===== src/rtl/mbx_pkg.sv =====
package mbx_pkg;
  localparam int unsigned WORD_W       = 32;
  localparam int unsigned CNT_HALF_W   = 16;
  localparam int unsigned H_REQ_BIT    = 0;
  localparam int unsigned H_OWN_BIT    = 3;
  localparam int unsigned P_HOLD_BIT   = 0;
  localparam int unsigned P_IRQEN_BIT  = 1;

  // request half of a packed counter word
  function automatic logic [CNT_HALF_W-1:0] req_half(input logic [WORD_W-1:0] w);
    return w[CNT_HALF_W-1:0];
  endfunction

  // true when a new counter word moves the request half
  function automatic logic req_moved(input logic [WORD_W-1:0] old_w,
                                     input logic [WORD_W-1:0] new_w);
    return req_half(old_w) != req_half(new_w);
  endfunction

  // ownership after a control write: claim granted only if the other side is free
  function automatic logic own_next(input logic wr, input logic claim,
                                    input logic blocked, input logic cur);
    return wr ? (claim & ~blocked) : cur;
  endfunction
endpackage


===== src/rtl/mbx_window.sv =====
module mbx_window #(
  parameter int unsigned DATA_WORDS = 14,
  parameter int unsigned DIDX_W     = 4
) (
  input  logic              clk,
  input  logic              rst_n,
  input  logic              h_cnt_we,
  input  logic              p_cnt_we,
  input  logic              h_dat_we,
  input  logic              p_dat_we,
  input  logic [DIDX_W-1:0] h_idx,
  input  logic [DIDX_W-1:0] p_idx,
  input  logic [31:0]       h_wdata,
  input  logic [31:0]       p_wdata,
  output logic [31:0]       h2p_word,
  output logic [31:0]       p2h_word,
  output logic [31:0]       h_dat_rdata,
  output logic [31:0]       p_dat_rdata,
  output logic              p2h_req_evt
);
  logic [31:0] h2p_q, p2h_q;
  logic [31:0] mem [DATA_WORDS];

  always_ff @(posedge clk or negedge rst_n) begin
    if (!rst_n) begin
      h2p_q <= '0;
      p2h_q <= '0;
    end else begin
      if (h_cnt_we) h2p_q <= h_wdata;
      if (p_cnt_we) p2h_q <= p_wdata;
    end
  end

  always_ff @(posedge clk or negedge rst_n) begin
    if (!rst_n) begin
      for (int i = 0; i < int'(DATA_WORDS); i++) mem[i] <= '0;
    end else if (h_dat_we) begin
      mem[h_idx] <= h_wdata;
    end else if (p_dat_we) begin
      mem[p_idx] <= p_wdata;
    end
  end

  assign h2p_word    = h2p_q;
  assign p2h_word    = p2h_q;
  assign h_dat_rdata = (32'(h_idx) < DATA_WORDS) ? mem[h_idx] : '0;
  assign p_dat_rdata = (32'(p_idx) < DATA_WORDS) ? mem[p_idx] : '0;
  assign p2h_req_evt = p_cnt_we && mbx_pkg::req_moved(p2h_q, p_wdata);


  h2p_hold_chk: assert property (@(posedge clk) disable iff (!rst_n)
    !h_cnt_we |=> $stable(h2p_q));

  p2h_hold_chk: assert property (@(posedge clk) disable iff (!rst_n)
    !p_cnt_we |=> $stable(p2h_q));
endmodule


===== src/rtl/mbx_own_ctrl.sv =====
module mbx_own_ctrl (
  input  logic clk,
  input  logic rst_n,
  input  logic h_ctrl_we,
  input  logic h_claim_bit,
  input  logic h_req_bit,
  input  logic p_ctrl_we,
  input  logic p_hold_bit,
  input  logic p_en_bit,
  output logic host_own,
  output logic peer_hold,
  output logic peer_irq_en,
  output logic req_evt
);
  logic host_own_q, peer_hold_q, irq_en_q;
  logic host_claim, peer_claim, host_grant;

  assign host_claim = h_ctrl_we & h_claim_bit;
  assign peer_claim = p_ctrl_we & p_hold_bit;
  assign host_grant = host_claim & ~peer_hold_q;
  assign req_evt    = h_ctrl_we & h_req_bit;

  always_ff @(posedge clk or negedge rst_n) begin
    if (!rst_n) begin
      host_own_q  <= 1'b0;
      peer_hold_q <= 1'b0;
      irq_en_q    <= 1'b0;
    end else begin
      host_own_q  <= mbx_pkg::own_next(h_ctrl_we, h_claim_bit, peer_hold_q, host_own_q);
      peer_hold_q <= mbx_pkg::own_next(p_ctrl_we, p_hold_bit,
                                       host_own_q | host_grant, peer_hold_q);
      if (p_ctrl_we) irq_en_q <= p_en_bit;
    end
  end

  assign host_own    = host_own_q;
  assign peer_hold   = peer_hold_q;
  assign peer_irq_en = irq_en_q;


  own_excl_chk: assert property (@(posedge clk) disable iff (!rst_n)
    !(host_own_q && peer_hold_q));

  host_reject_chk: assert property (@(posedge clk) disable iff (!rst_n)
    (host_claim && peer_hold_q) |=> !host_own_q);

  host_release_chk: assert property (@(posedge clk) disable iff (!rst_n)
    (h_ctrl_we && !h_claim_bit) |=> !host_own_q);

  tie_break_chk: assert property (@(posedge clk) disable iff (!rst_n)
    (host_claim && peer_claim && !peer_hold_q) |=> (host_own_q && !peer_hold_q));
endmodule


===== src/rtl/mbx_irq.sv =====
module mbx_irq #(
  parameter int unsigned VEC_W = 8
) (
  input  logic             clk,
  input  logic             rst_n,
  input  logic             h_vec_we,
  input  logic             h_mask_we,
  input  logic [VEC_W-1:0] vec_wdata,
  input  logic             mask_wdata,
  input  logic             req_evt,
  input  logic             peer_irq_en,
  input  logic             p2h_req_evt,
  output logic             peer_irq,
  output logic             host_irq,
  output logic [VEC_W-1:0] host_vec,
  output logic             host_mask
);
  logic [VEC_W-1:0] vec_q;
  logic             mask_q, peer_irq_q, host_irq_q;

  always_ff @(posedge clk or negedge rst_n) begin
    if (!rst_n) begin
      vec_q      <= '0;
      mask_q     <= 1'b0;
      peer_irq_q <= 1'b0;
      host_irq_q <= 1'b0;
    end else begin
      if (h_vec_we)  vec_q  <= vec_wdata;
      if (h_mask_we) mask_q <= mask_wdata;
      peer_irq_q <= req_evt & peer_irq_en;
      host_irq_q <= p2h_req_evt & ~mask_q;
    end
  end

  assign peer_irq  = peer_irq_q;
  assign host_irq  = host_irq_q;
  assign host_vec  = vec_q;
  assign host_mask = mask_q;


  peer_pulse_chk: assert property (@(posedge clk) disable iff (!rst_n)
    peer_irq_q |-> ($past(req_evt) && $past(peer_irq_en)));

  host_pulse_chk: assert property (@(posedge clk) disable iff (!rst_n)
    host_irq_q |-> ($past(p2h_req_evt) && !$past(mask_q)));
endmodule


===== src/rtl/mbx_channel.sv =====
module mbx_channel #(
  parameter int unsigned DATA_WORDS = 14,
  parameter int unsigned ADDR_W     = 7,
  parameter int unsigned VEC_W      = 8
) (
  input  logic              clk,
  input  logic              rst_n,
  input  logic              h_wr,
  input  logic [ADDR_W-1:0] h_addr,
  input  logic [31:0]       h_wdata,
  output logic [31:0]       h_rdata,
  input  logic              p_wr,
  input  logic [ADDR_W-1:0] p_addr,
  input  logic [31:0]       p_wdata,
  output logic [31:0]       p_rdata,
  output logic              peer_irq,
  output logic              host_irq,
  output logic [VEC_W-1:0]  host_irq_vec
);
  import mbx_pkg::*;

  localparam int unsigned WIDX_W    = ADDR_W - 2;
  localparam int unsigned DIDX_W    = $clog2(DATA_WORDS);
  localparam int unsigned WIN_WORDS = DATA_WORDS + 2;
  localparam logic [WIDX_W-1:0] W_H2P  = WIDX_W'(0);
  localparam logic [WIDX_W-1:0] W_P2H  = WIDX_W'(1);
  localparam logic [WIDX_W-1:0] W_DAT0 = WIDX_W'(2);
  localparam logic [WIDX_W-1:0] W_END  = WIDX_W'(WIN_WORDS);
  localparam logic [WIDX_W-1:0] W_CTRL = WIDX_W'(WIN_WORDS);
  localparam logic [WIDX_W-1:0] W_VEC  = WIDX_W'(WIN_WORDS + 1);
  localparam logic [WIDX_W-1:0] W_MASK = WIDX_W'(WIN_WORDS + 2);

  logic [WIDX_W-1:0] h_word, p_word;
  logic              h_align, p_align, h_in_dat, p_in_dat;
  logic [DIDX_W-1:0] h_idx, p_idx;
  logic [WIDX_W-1:0] h_off, p_off;

  assign h_word   = h_addr[ADDR_W-1:2];
  assign p_word   = p_addr[ADDR_W-1:2];
  assign h_align  = (h_addr[1:0] == 2'b00);
  assign p_align  = (p_addr[1:0] == 2'b00);
  assign h_in_dat = h_align && (h_word >= W_DAT0) && (h_word < W_END);
  assign p_in_dat = p_align && (p_word >= W_DAT0) && (p_word < W_END);
  assign h_off    = h_word - W_DAT0;
  assign p_off    = p_word - W_DAT0;
  assign h_idx    = h_off[DIDX_W-1:0];
  assign p_idx    = p_off[DIDX_W-1:0];

  logic h_sel_ctrl, h_sel_vec, h_sel_mask, p_sel_ctrl;
  assign h_sel_ctrl = h_align && (h_word == W_CTRL);
  assign h_sel_vec  = h_align && (h_word == W_VEC);
  assign h_sel_mask = h_align && (h_word == W_MASK);
  assign p_sel_ctrl = p_align && (p_word == W_CTRL);

  logic        host_own, peer_hold, peer_irq_en, req_evt, p2h_req_evt, host_mask;
  logic [31:0] h2p_word, p2h_word, h_dat_rdata, p_dat_rdata;

  mbx_window #(.DATA_WORDS(DATA_WORDS), .DIDX_W(DIDX_W)) u_window (
    .clk        (clk),
    .rst_n      (rst_n),
    .h_cnt_we   (h_wr && h_align && (h_word == W_H2P)),
    .p_cnt_we   (p_wr && p_align && (p_word == W_P2H)),
    .h_dat_we   (h_wr && h_in_dat && host_own),
    .p_dat_we   (p_wr && p_in_dat && peer_hold),
    .h_idx      (h_idx),
    .p_idx      (p_idx),
    .h_wdata    (h_wdata),
    .p_wdata    (p_wdata),
    .h2p_word   (h2p_word),
    .p2h_word   (p2h_word),
    .h_dat_rdata(h_dat_rdata),
    .p_dat_rdata(p_dat_rdata),
    .p2h_req_evt(p2h_req_evt)
  );

  mbx_own_ctrl u_own (
    .clk        (clk),
    .rst_n      (rst_n),
    .h_ctrl_we  (h_wr && h_sel_ctrl),
    .h_claim_bit(h_wdata[H_OWN_BIT]),
    .h_req_bit  (h_wdata[H_REQ_BIT]),
    .p_ctrl_we  (p_wr && p_sel_ctrl),
    .p_hold_bit (p_wdata[P_HOLD_BIT]),
    .p_en_bit   (p_wdata[P_IRQEN_BIT]),
    .host_own   (host_own),
    .peer_hold  (peer_hold),
    .peer_irq_en(peer_irq_en),
    .req_evt    (req_evt)
  );

  mbx_irq #(.VEC_W(VEC_W)) u_irq (
    .clk        (clk),
    .rst_n      (rst_n),
    .h_vec_we   (h_wr && h_sel_vec),
    .h_mask_we  (h_wr && h_sel_mask),
    .vec_wdata  (h_wdata[VEC_W-1:0]),
    .mask_wdata (h_wdata[0]),
    .req_evt    (req_evt),
    .peer_irq_en(peer_irq_en),
    .p2h_req_evt(p2h_req_evt),
    .peer_irq   (peer_irq),
    .host_irq   (host_irq),
    .host_vec   (host_irq_vec),
    .host_mask  (host_mask)
  );

  always_comb begin
    h_rdata = '0;
    if (h_align && h_word == W_H2P)      h_rdata = h2p_word;
    else if (h_align && h_word == W_P2H) h_rdata = p2h_word;
    else if (h_in_dat)                   h_rdata = h_dat_rdata;
    else if (h_sel_ctrl)                 h_rdata[H_OWN_BIT] = host_own;
    else if (h_sel_vec)                  h_rdata[VEC_W-1:0] = host_irq_vec;
    else if (h_sel_mask)                 h_rdata[0] = host_mask;
  end

  always_comb begin
    p_rdata = '0;
    if (p_align && p_word == W_H2P)      p_rdata = h2p_word;
    else if (p_align && p_word == W_P2H) p_rdata = p2h_word;
    else if (p_in_dat)                   p_rdata = p_dat_rdata;
    else if (p_sel_ctrl) begin
      p_rdata[H_OWN_BIT]   = host_own;
      p_rdata[P_IRQEN_BIT] = peer_irq_en;
      p_rdata[P_HOLD_BIT]  = peer_hold;
    end
  end


  blocked_write_chk: assert property (@(posedge clk) disable iff (!rst_n)
    (h_wr && h_in_dat && !host_own && !(p_wr && p_in_dat && peer_hold))
      |=> $stable(h_dat_rdata) || !$stable(h_addr));
endmodule


===== config.mk =====
export PLATFORM = sky130hd
export DESIGN_NAME = mbx_channel
export DESIGN_NICKNAME = d
export VERILOG_FILES = /design/src/rtl/mbx_pkg.sv /design/src/rtl/mbx_window.sv /design/src/rtl/mbx_own_ctrl.sv /design/src/rtl/mbx_irq.sv /design/src/rtl/mbx_channel.sv
export SDC_FILE = /design/constraint.sdc
export NUM_CORES = 1
export LEC_CHECK = 0
export BUFFER_PORTS_ARGS = -buffer_cell sky130_fd_sc_hd__buf_2
export CAP_MARGIN = 10
export CORE_MARGIN = 1
export CORE_UTILIZATION = 30
export DETAILED_ROUTE_END_ITERATION = 7
export HOLD_SLACK_MARGIN = 0.03
export PLACE_DENSITY_LB_ADDON = 0.3
export SLEW_MARGIN = 20
export SYNTH_ARGS = -nofsm -noshare
export SYNTH_HDL_FRONTEND = slang
export SYNTH_SLANG_ARGS = --single-unit

===== constraint.sdc =====
create_clock -name clk -period 3.85 [get_ports clk]
set_input_delay 0.5775 -clock clk [delete_from_list [all_inputs] [get_ports clk]]
set_output_delay 0.5775 -clock clk [all_outputs]
set_load 0.02 [all_outputs]

=== Word level (Yosys, flattened, before mapping) ===
Cells that the tools add are included.

* Input port bits: 82
* Bits in latches: 0
* Memories: 0
* Register bits: 526
* Bits in writable memories: 0
* Output and inout bits: 74
* Logic and storage cells: 121
* Memory bits (read-only): 0

* Multiplexer cells: 34
* Shifts and indexed selects: 0
* Divide/modulo/power cells: 0
* $lt $le $gt $ge: 10
* Equality and inequality tests: 7
* Add/subtract/negate cells: 2
* Reductions and logical operators: 32
* $mul: 0
* Bitwise logic cells: 13

{| class="wikitable"
|+ Operator list
! operator !! count
|-
| bitwise mux 448 bit || 2
|-
| 2-to-1 mux 448 bit || 2
|-
| 2-to-1 mux 32 bit || 12
|-
| binary-select mux 32 bit (select 4 bit) || 2
|-
| demux 32 bit (select 4 bit) || 2
|-
| 2-to-1 mux 28 bit || 1
|-
| logical AND 1 bit || 27
|-
| 2-to-1 mux 24 bit || 1
|-
| equality test 5 bit, second input constant || 4
|-
| != test 16 bit || 1
|-
| equality test 5 x 1 -> 1 bit, second input constant || 2
|-
| >= comparator 5 x 2 -> 1 bit, second input constant || 2
|-
| >= comparator 5 bit, second input constant || 2
|-
| zero test 5 bit || 2
|-
| < comparator 5 x 1 -> 1 bit, second input constant || 2
|-
| < comparator 5 bit, second input constant || 2
|-
| NOT 4 -> 5 bit || 2
|-
| < comparator 4 bit, second input constant || 2
|-
| 2-to-1 mux 8 bit || 1
|-
| subtractor 4 x 2 -> 4 bit, second input constant || 2
|-
| bitwise AND 1 bit || 7
|-
| 2-to-1 mux 7 bit || 1
|-
| 2-to-1 mux 1 bit || 6
|-
| zero test 2 bit || 2
|-
| 6 further kinds || 9
|}

=== Longest topological paths before layout ===
* Depth in word-level cells: 9
* Mapped depth: 12
* Mapped depth without buffers: 7

=== By module ===
A second synthesis with hierarchy kept.

* Cells, all modules: 2892
* Area, all modules: 33295.7 um^2

{| class="wikitable"
|+ Modules (own cells, without submodules)
! module !! area an instance (um^2) !! seq. area each (um^2) !! instances !! cells each
|-
| mbx_window || 30984.7 || 12812.3 || 1 || 2597
|-
| mbx_channel || 1751.7 || 0.0 || 1 || 261
|-
| mbx_irq || 430.4 || 275.3 || 1 || 23
|-
| mbx_own_ctrl || 128.9 || 75.1 || 1 || 11
|}

=== Least setup slack after synthesis ===
Ideal clock, no wire load.

* Path type: input to output
* Start: input h_addr[3]
* End: output h_rdata[3]
* Data arrival time: 2877 ps
* Cell stages on the path: 10
* Slack: 395 ps
* Path buffers: 3
* Data required time: 3273 ps
* Path through: clkbuf_1 inv_1 clkbuf_1 ha_1 xor2_2 buf_2 mux2i_1 a32oi_1 nand4_1 a22oi_1

* Word-level cells in the longest chain between the ends: 9
* Elaborated cells on any way between the ends: 24
* Those cells by class: 1 x add/sub; 3 x order compare; 3 x eq/ne; 9 x mux; 1 x bitwise; 7 x reduce/logical

{| class="wikitable"
|+ Ends and longest elaborated chain
! element !! line !! RTL
|-
| from (decl) || mbx_channel.sv:9 || <nowiki>input logic [ADDR_W-1:0] h_addr,</nowiki>
|-
| subtractor 4 x 2 -> 4 bit || mbx_channel.sv:44 || <nowiki>assign h_off = h_word - W_DAT0;</nowiki>
|-
| NOT 4 -> 5 bit (implied by the code) || mbx_window.sv:46 || <nowiki>assign h_dat_rdata = (32'(h_idx) < DATA_WORDS) ? mem[h_idx] : '0;</nowiki>
|-
| binary-select mux 32 bit (select 4 bit) || mbx_window.sv:46 ||
|-
| 2-to-1 mux 32 bit (implied by the code) (2 in series) || mbx_window.sv:46 ||
|-
| 2-to-1 mux 32 bit || mbx_window.sv:46 ||
|-
| 2-to-1 mux 8 bit || mbx_channel.sv:111 || <nowiki>else if (h_in_dat) h_rdata = h_dat_rdata;</nowiki>
|-
| 2-to-1 mux 32 bit || mbx_channel.sv:110 || <nowiki>else if (h_align && h_word == W_P2H) h_rdata = p2h_word;</nowiki>
|-
| 2-to-1 mux 32 bit * || mbx_channel.sv:109 || <nowiki>if (h_align && h_word == W_H2P) h_rdata = h2p_word;</nowiki>
|-
| to (decl) || mbx_channel.sv:11 || <nowiki>output logic [31:0] h_rdata,</nowiki>
|}

Every way passes the cells marked *; elsewhere a longest branch is shown, timed or not. The select of a mux whose other input is x is not followed.

=== Worst setup path in the final report ===
* Start: input p_addr[3]
* End: output p_rdata[16]

* Word-level cells in the longest chain between the ends: 9
* Elaborated cells on any way between the ends: 18
* Those cells by class: 1 x add/sub; 3 x order compare; 1 x eq/ne; 7 x mux; 1 x bitwise; 5 x reduce/logical

{| class="wikitable"
|+ Ends and longest elaborated chain
! element !! line !! RTL
|-
| from (decl) || mbx_channel.sv:13 || <nowiki>input logic [ADDR_W-1:0] p_addr,</nowiki>
|-
| subtractor 4 x 2 -> 4 bit || mbx_channel.sv:45 || <nowiki>assign p_off = p_word - W_DAT0;</nowiki>
|-
| NOT 4 -> 5 bit (implied by the code) || mbx_window.sv:47 || <nowiki>assign p_dat_rdata = (32'(p_idx) < DATA_WORDS) ? mem[p_idx] : '0;</nowiki>
|-
| binary-select mux 32 bit (select 4 bit) || mbx_window.sv:47 ||
|-
| 2-to-1 mux 32 bit (implied by the code) (2 in series) || mbx_window.sv:47 ||
|-
| 2-to-1 mux 32 bit || mbx_window.sv:47 ||
|-
| 2-to-1 mux 28 bit || mbx_channel.sv:121 || <nowiki>else if (p_in_dat) p_rdata = p_dat_rdata;</nowiki>
|-
| 2-to-1 mux 32 bit || mbx_channel.sv:120 || <nowiki>else if (p_align && p_word == W_P2H) p_rdata = p2h_word;</nowiki>
|-
| 2-to-1 mux 32 bit * || mbx_channel.sv:119 || <nowiki>if (p_align && p_word == W_H2P) p_rdata = h2p_word;</nowiki>
|-
| to (decl) || mbx_channel.sv:15 || <nowiki>output logic [31:0] p_rdata,</nowiki>
|}

Marks and branches as above.

==> flow_metrics.py <==
metrics = {
    "critical_path": {
        "worstPathRequired_ns": 3.27,
        "path_depth": 12,
        "path_cells": "buf_4, clkinv_1, ha_2, xnor2_2, buf_4, nor3_2, buf_4, a22o_1, a221oi_1, o22ai_1, buf_4, buf_2",
        "end_kind": "output pin",
        "critPathMaxStageDelay_ns": 0.38,
        "crit_buf_inv": 6,
        "crit_top_cell": "buf_4",
        "critPathMaxFanout": 13,
        "start_kind": "input port",
        "arrival_ns": 3.09,
        "crit_family": "buffers and inverters",
        "r2r_cells": 6,
        "critical_path_class": "input port to output pin",
        "slowest_stage": "a221oi_1",
    },
    "sta": {
        "skew_ns": 0.01363,
        "worst_hold_slack_ns": 0.3069,
        "min_period_ns": 3.670,
        "drv_slew": 0,
        "worstMarginPinSlew_ns": 1.164,
        "max_freq_ghz": 0.2725,
        "fin_setup_tns_ns": 0,
        "rsz0062_at_grt": "false",
        "hold_violations": 0,
        "setup_violations": 0,
        "fin_crit_sh_pct": 95.32,
        "max_slew_margin_pct": 21.71,
    },
    "clock_network": {
        "cts_setup_buffers": 0,
        "ctsResizeCount": 0,
        "cts_max_level": 2,
        "cts_sinks": 526,
        "insertion_delay_ns": 0.66,
        "cts_tree": "built",
        "cts_made_buffers": 59,
        "path_clk_slew_ns": 0.06,
        "ctsHoldBuffers": 1,
        "cts_root_buffer": "clkbuf_16",
        "clock_path_buffers": 3,
    },
    "routing": {
        "drtIter0Drc": 3464,
        "detail-route-antenna-nets": 0,
        "num_vias": 28461,
        "vias_per_cell": 6.346,
        "drc": 0,
        "wirelength_mm": 140.6,
        "firstDrtPassIters": 6,
        "route.detailed.wl_per_inst_um": 31.35,
    },
    "die": {
        "start_util_pct": 30.38,
        "dieArea_um2": 106400,
        "die_w_um": 326.2,
        "pin_count": 156,
        "core-area_um2": 103800,
        "fp-row-count": 118,
        "die_y_um": 326.2,
    },
    "power": {
        "ir_drop_v": 0.0003968,
        "p_leak_nw": 15.73,
        "power.density_nw_per_um2": 372.4,
        "power.total_mw": 13.80,
    },
    "logic_synthesis": {
        "syn_inst": 2989,
        "ys_seq_elements": 526,
        "ys.flop_type": "dfrtp_1",
        "yosysSeqAreaShare_pct": 41.74,
        "synth_edf_count": 0,
        "synth.area.top_cells": "dfrtp_1, mux4_2, nand2_1",
        "syn-cell-area_um2": 31530,
        "yosysMostFrequentCell": "dfrtp_1",
        "synth_cell_types": 69,
        "avgSynthCellArea_um2": 10.55,
        "yosysTopAreaCell": "dfrtp_1",
        "syn_nets": 3074,
        "ys_warn_count": 0,
        "synth_top_area_share_pct": 41.74,
        "ys_top_cells_by_count": "dfrtp_1, nand2_1, clkbuf_1",
        "async_flop_share_pct": 100.0,
    },
    "placement": {
        "place.port_buffers": 155,
        "dp_cells": 4375,
        "gp_congestion": 0.9093,
        "place_hpwl_mm": 89.93,
    },
    "job": {
        "drv_cap": 0,
    },
    "status": {
        "outcome": "complete, no violations",
    },
    "grt": {
        "grt_pass1_vias": 27581,
        "antenna_found_initial": 13,
        "grt_max_degree": 85,
        "grt_pass1_wl_mm": 203.9,
        "track_usage_pct": 25.99,
        "grt_overflow": 0,
    },
    "min_path": {
        "hold_path_depth": 3,
        "hold_path.class": "input port to register",
    },
    "cells_and_area": {
        "drive_gt1_share_pct": 26.55,
        "fin_nets": 3143,
        "fin_cells": 4485,
        "area_delta_synth_final_pct": 17.57,
    },
}
-- final cells by class --
type	instances	area, um^2
Sequential cell	526	13160
Fill cell	10213	66720
Clock buffer	93	1847
Timing Repair Buffer	369	2928
Clock inverter	13	165.2
Tap cell	1380	1727
Antenna cell	2	5.005
Inverter	7	26.28
Multi-Input combinational cell	2095	17210
-- power breakdown --
group,switching (mW),internal [mW]
clock network,2.49,3.52
logic,1.12,0.695
registers,0.209,5.77
total,3.81,9.99
-- registers in the layout, indices dropped and copies added, names as in the netlist --
register	count
u_irq.peer_irq	1
u_own.host_own	1
u_irq.host_mask	1
u_irq.host_irq	1
u_own.peer_irq_en	1
u_irq.host_vec	8
u_window.mem	448
u_own.peer_hold	1
u_window.h2p_word	32
u_window.p2h_word	32
-- metal layers --
metal	vias to the layer above	global-route usage (%)	routed length [um]
met3	363	7.524	15810
li1	11588	-	-
met1	14604	35.39	56950
met2	1886	38.44	61260
met4	20	10.88	6443
met5	-	0	133
-- kinds of logic after synthesis --
family / Yosys count / share of synthesized area [%]
AO/OA/AOI/OAI: 967 / 23.14
XOR/XNOR: 20 / 0.6031
adder cells (fa/ha/maj): 3 / 0.1190
buffers and inverters: 368 / 4.587
flip-flops: 526 / 41.74
multiplexers: 357 / 19.32
AND/OR/NAND/NOR: 748 / 10.48
-- cell usage in the layout, fill, tap and decap left out, types with 26 or more instances in the layout --
cell type and n:
a21oi_1 90, a22o_1 31, a31oi_1 75, nand3_1 26, and2_1 68, clkbuf_16 61
o22a_1 128, nand2_1 375, mux4_2 193, a221oi_1 29, or3_1 34, a221o_1 64
nor2_1 149, o21a_1 127, buf_4 175, o22ai_1 64, o221a_2 29, dfrtp_1 526
buf_2 150, mux2i_1 80, o211ai_1 28, o21ai_0 105, a22oi_1 43, buf_12 39
a2bb2oi_1 94, mux2_2 84
-- final timing paths --
kind	startpoint	endpoint	slack [ns]
min in group asynchronous	rst_n	u_window.mem[328]$_DFFE_PN0P_	0.56
worst max-delay path	p_addr[3]	p_rdata[16]	0.18
max in group asynchronous	rst_n	u_window.mem[409]$_DFFE_PN0P_	2.26
worst max register to register	u_own.peer_hold$_DFFE_PN0P_	u_window.mem[217]$_DFFE_PN0P_	1.14
worst min register to register	u_irq.host_mask$_DFFE_PN0P_	u_irq.host_irq$_DFF_PN0_	0.51
worst min-delay path	h_wr	u_irq.peer_irq$_DFF_PN0_	0.31
-- through the flow --
stage,utilization (%),cell area [um^2],worst slack [ns]
2_1_floorplan,-,31530,0.3953
3_3_place_gp,33.74,35020,0.1897
3_5_place_dp,33.74,35020,0.2103
4_1_cts,35.69,37040,0.1815
5_1_grt,35.72,37070,0.05440
6_report,35.72,37070,0.1802
-- worst min-delay path: cells and delay by family --
kind	cells	cell delay [ns]
AND/OR/NAND/NOR	2	0.18
buffers and inverters	1	0.16
Note: power is estimated with default switching activity, not from simulation.
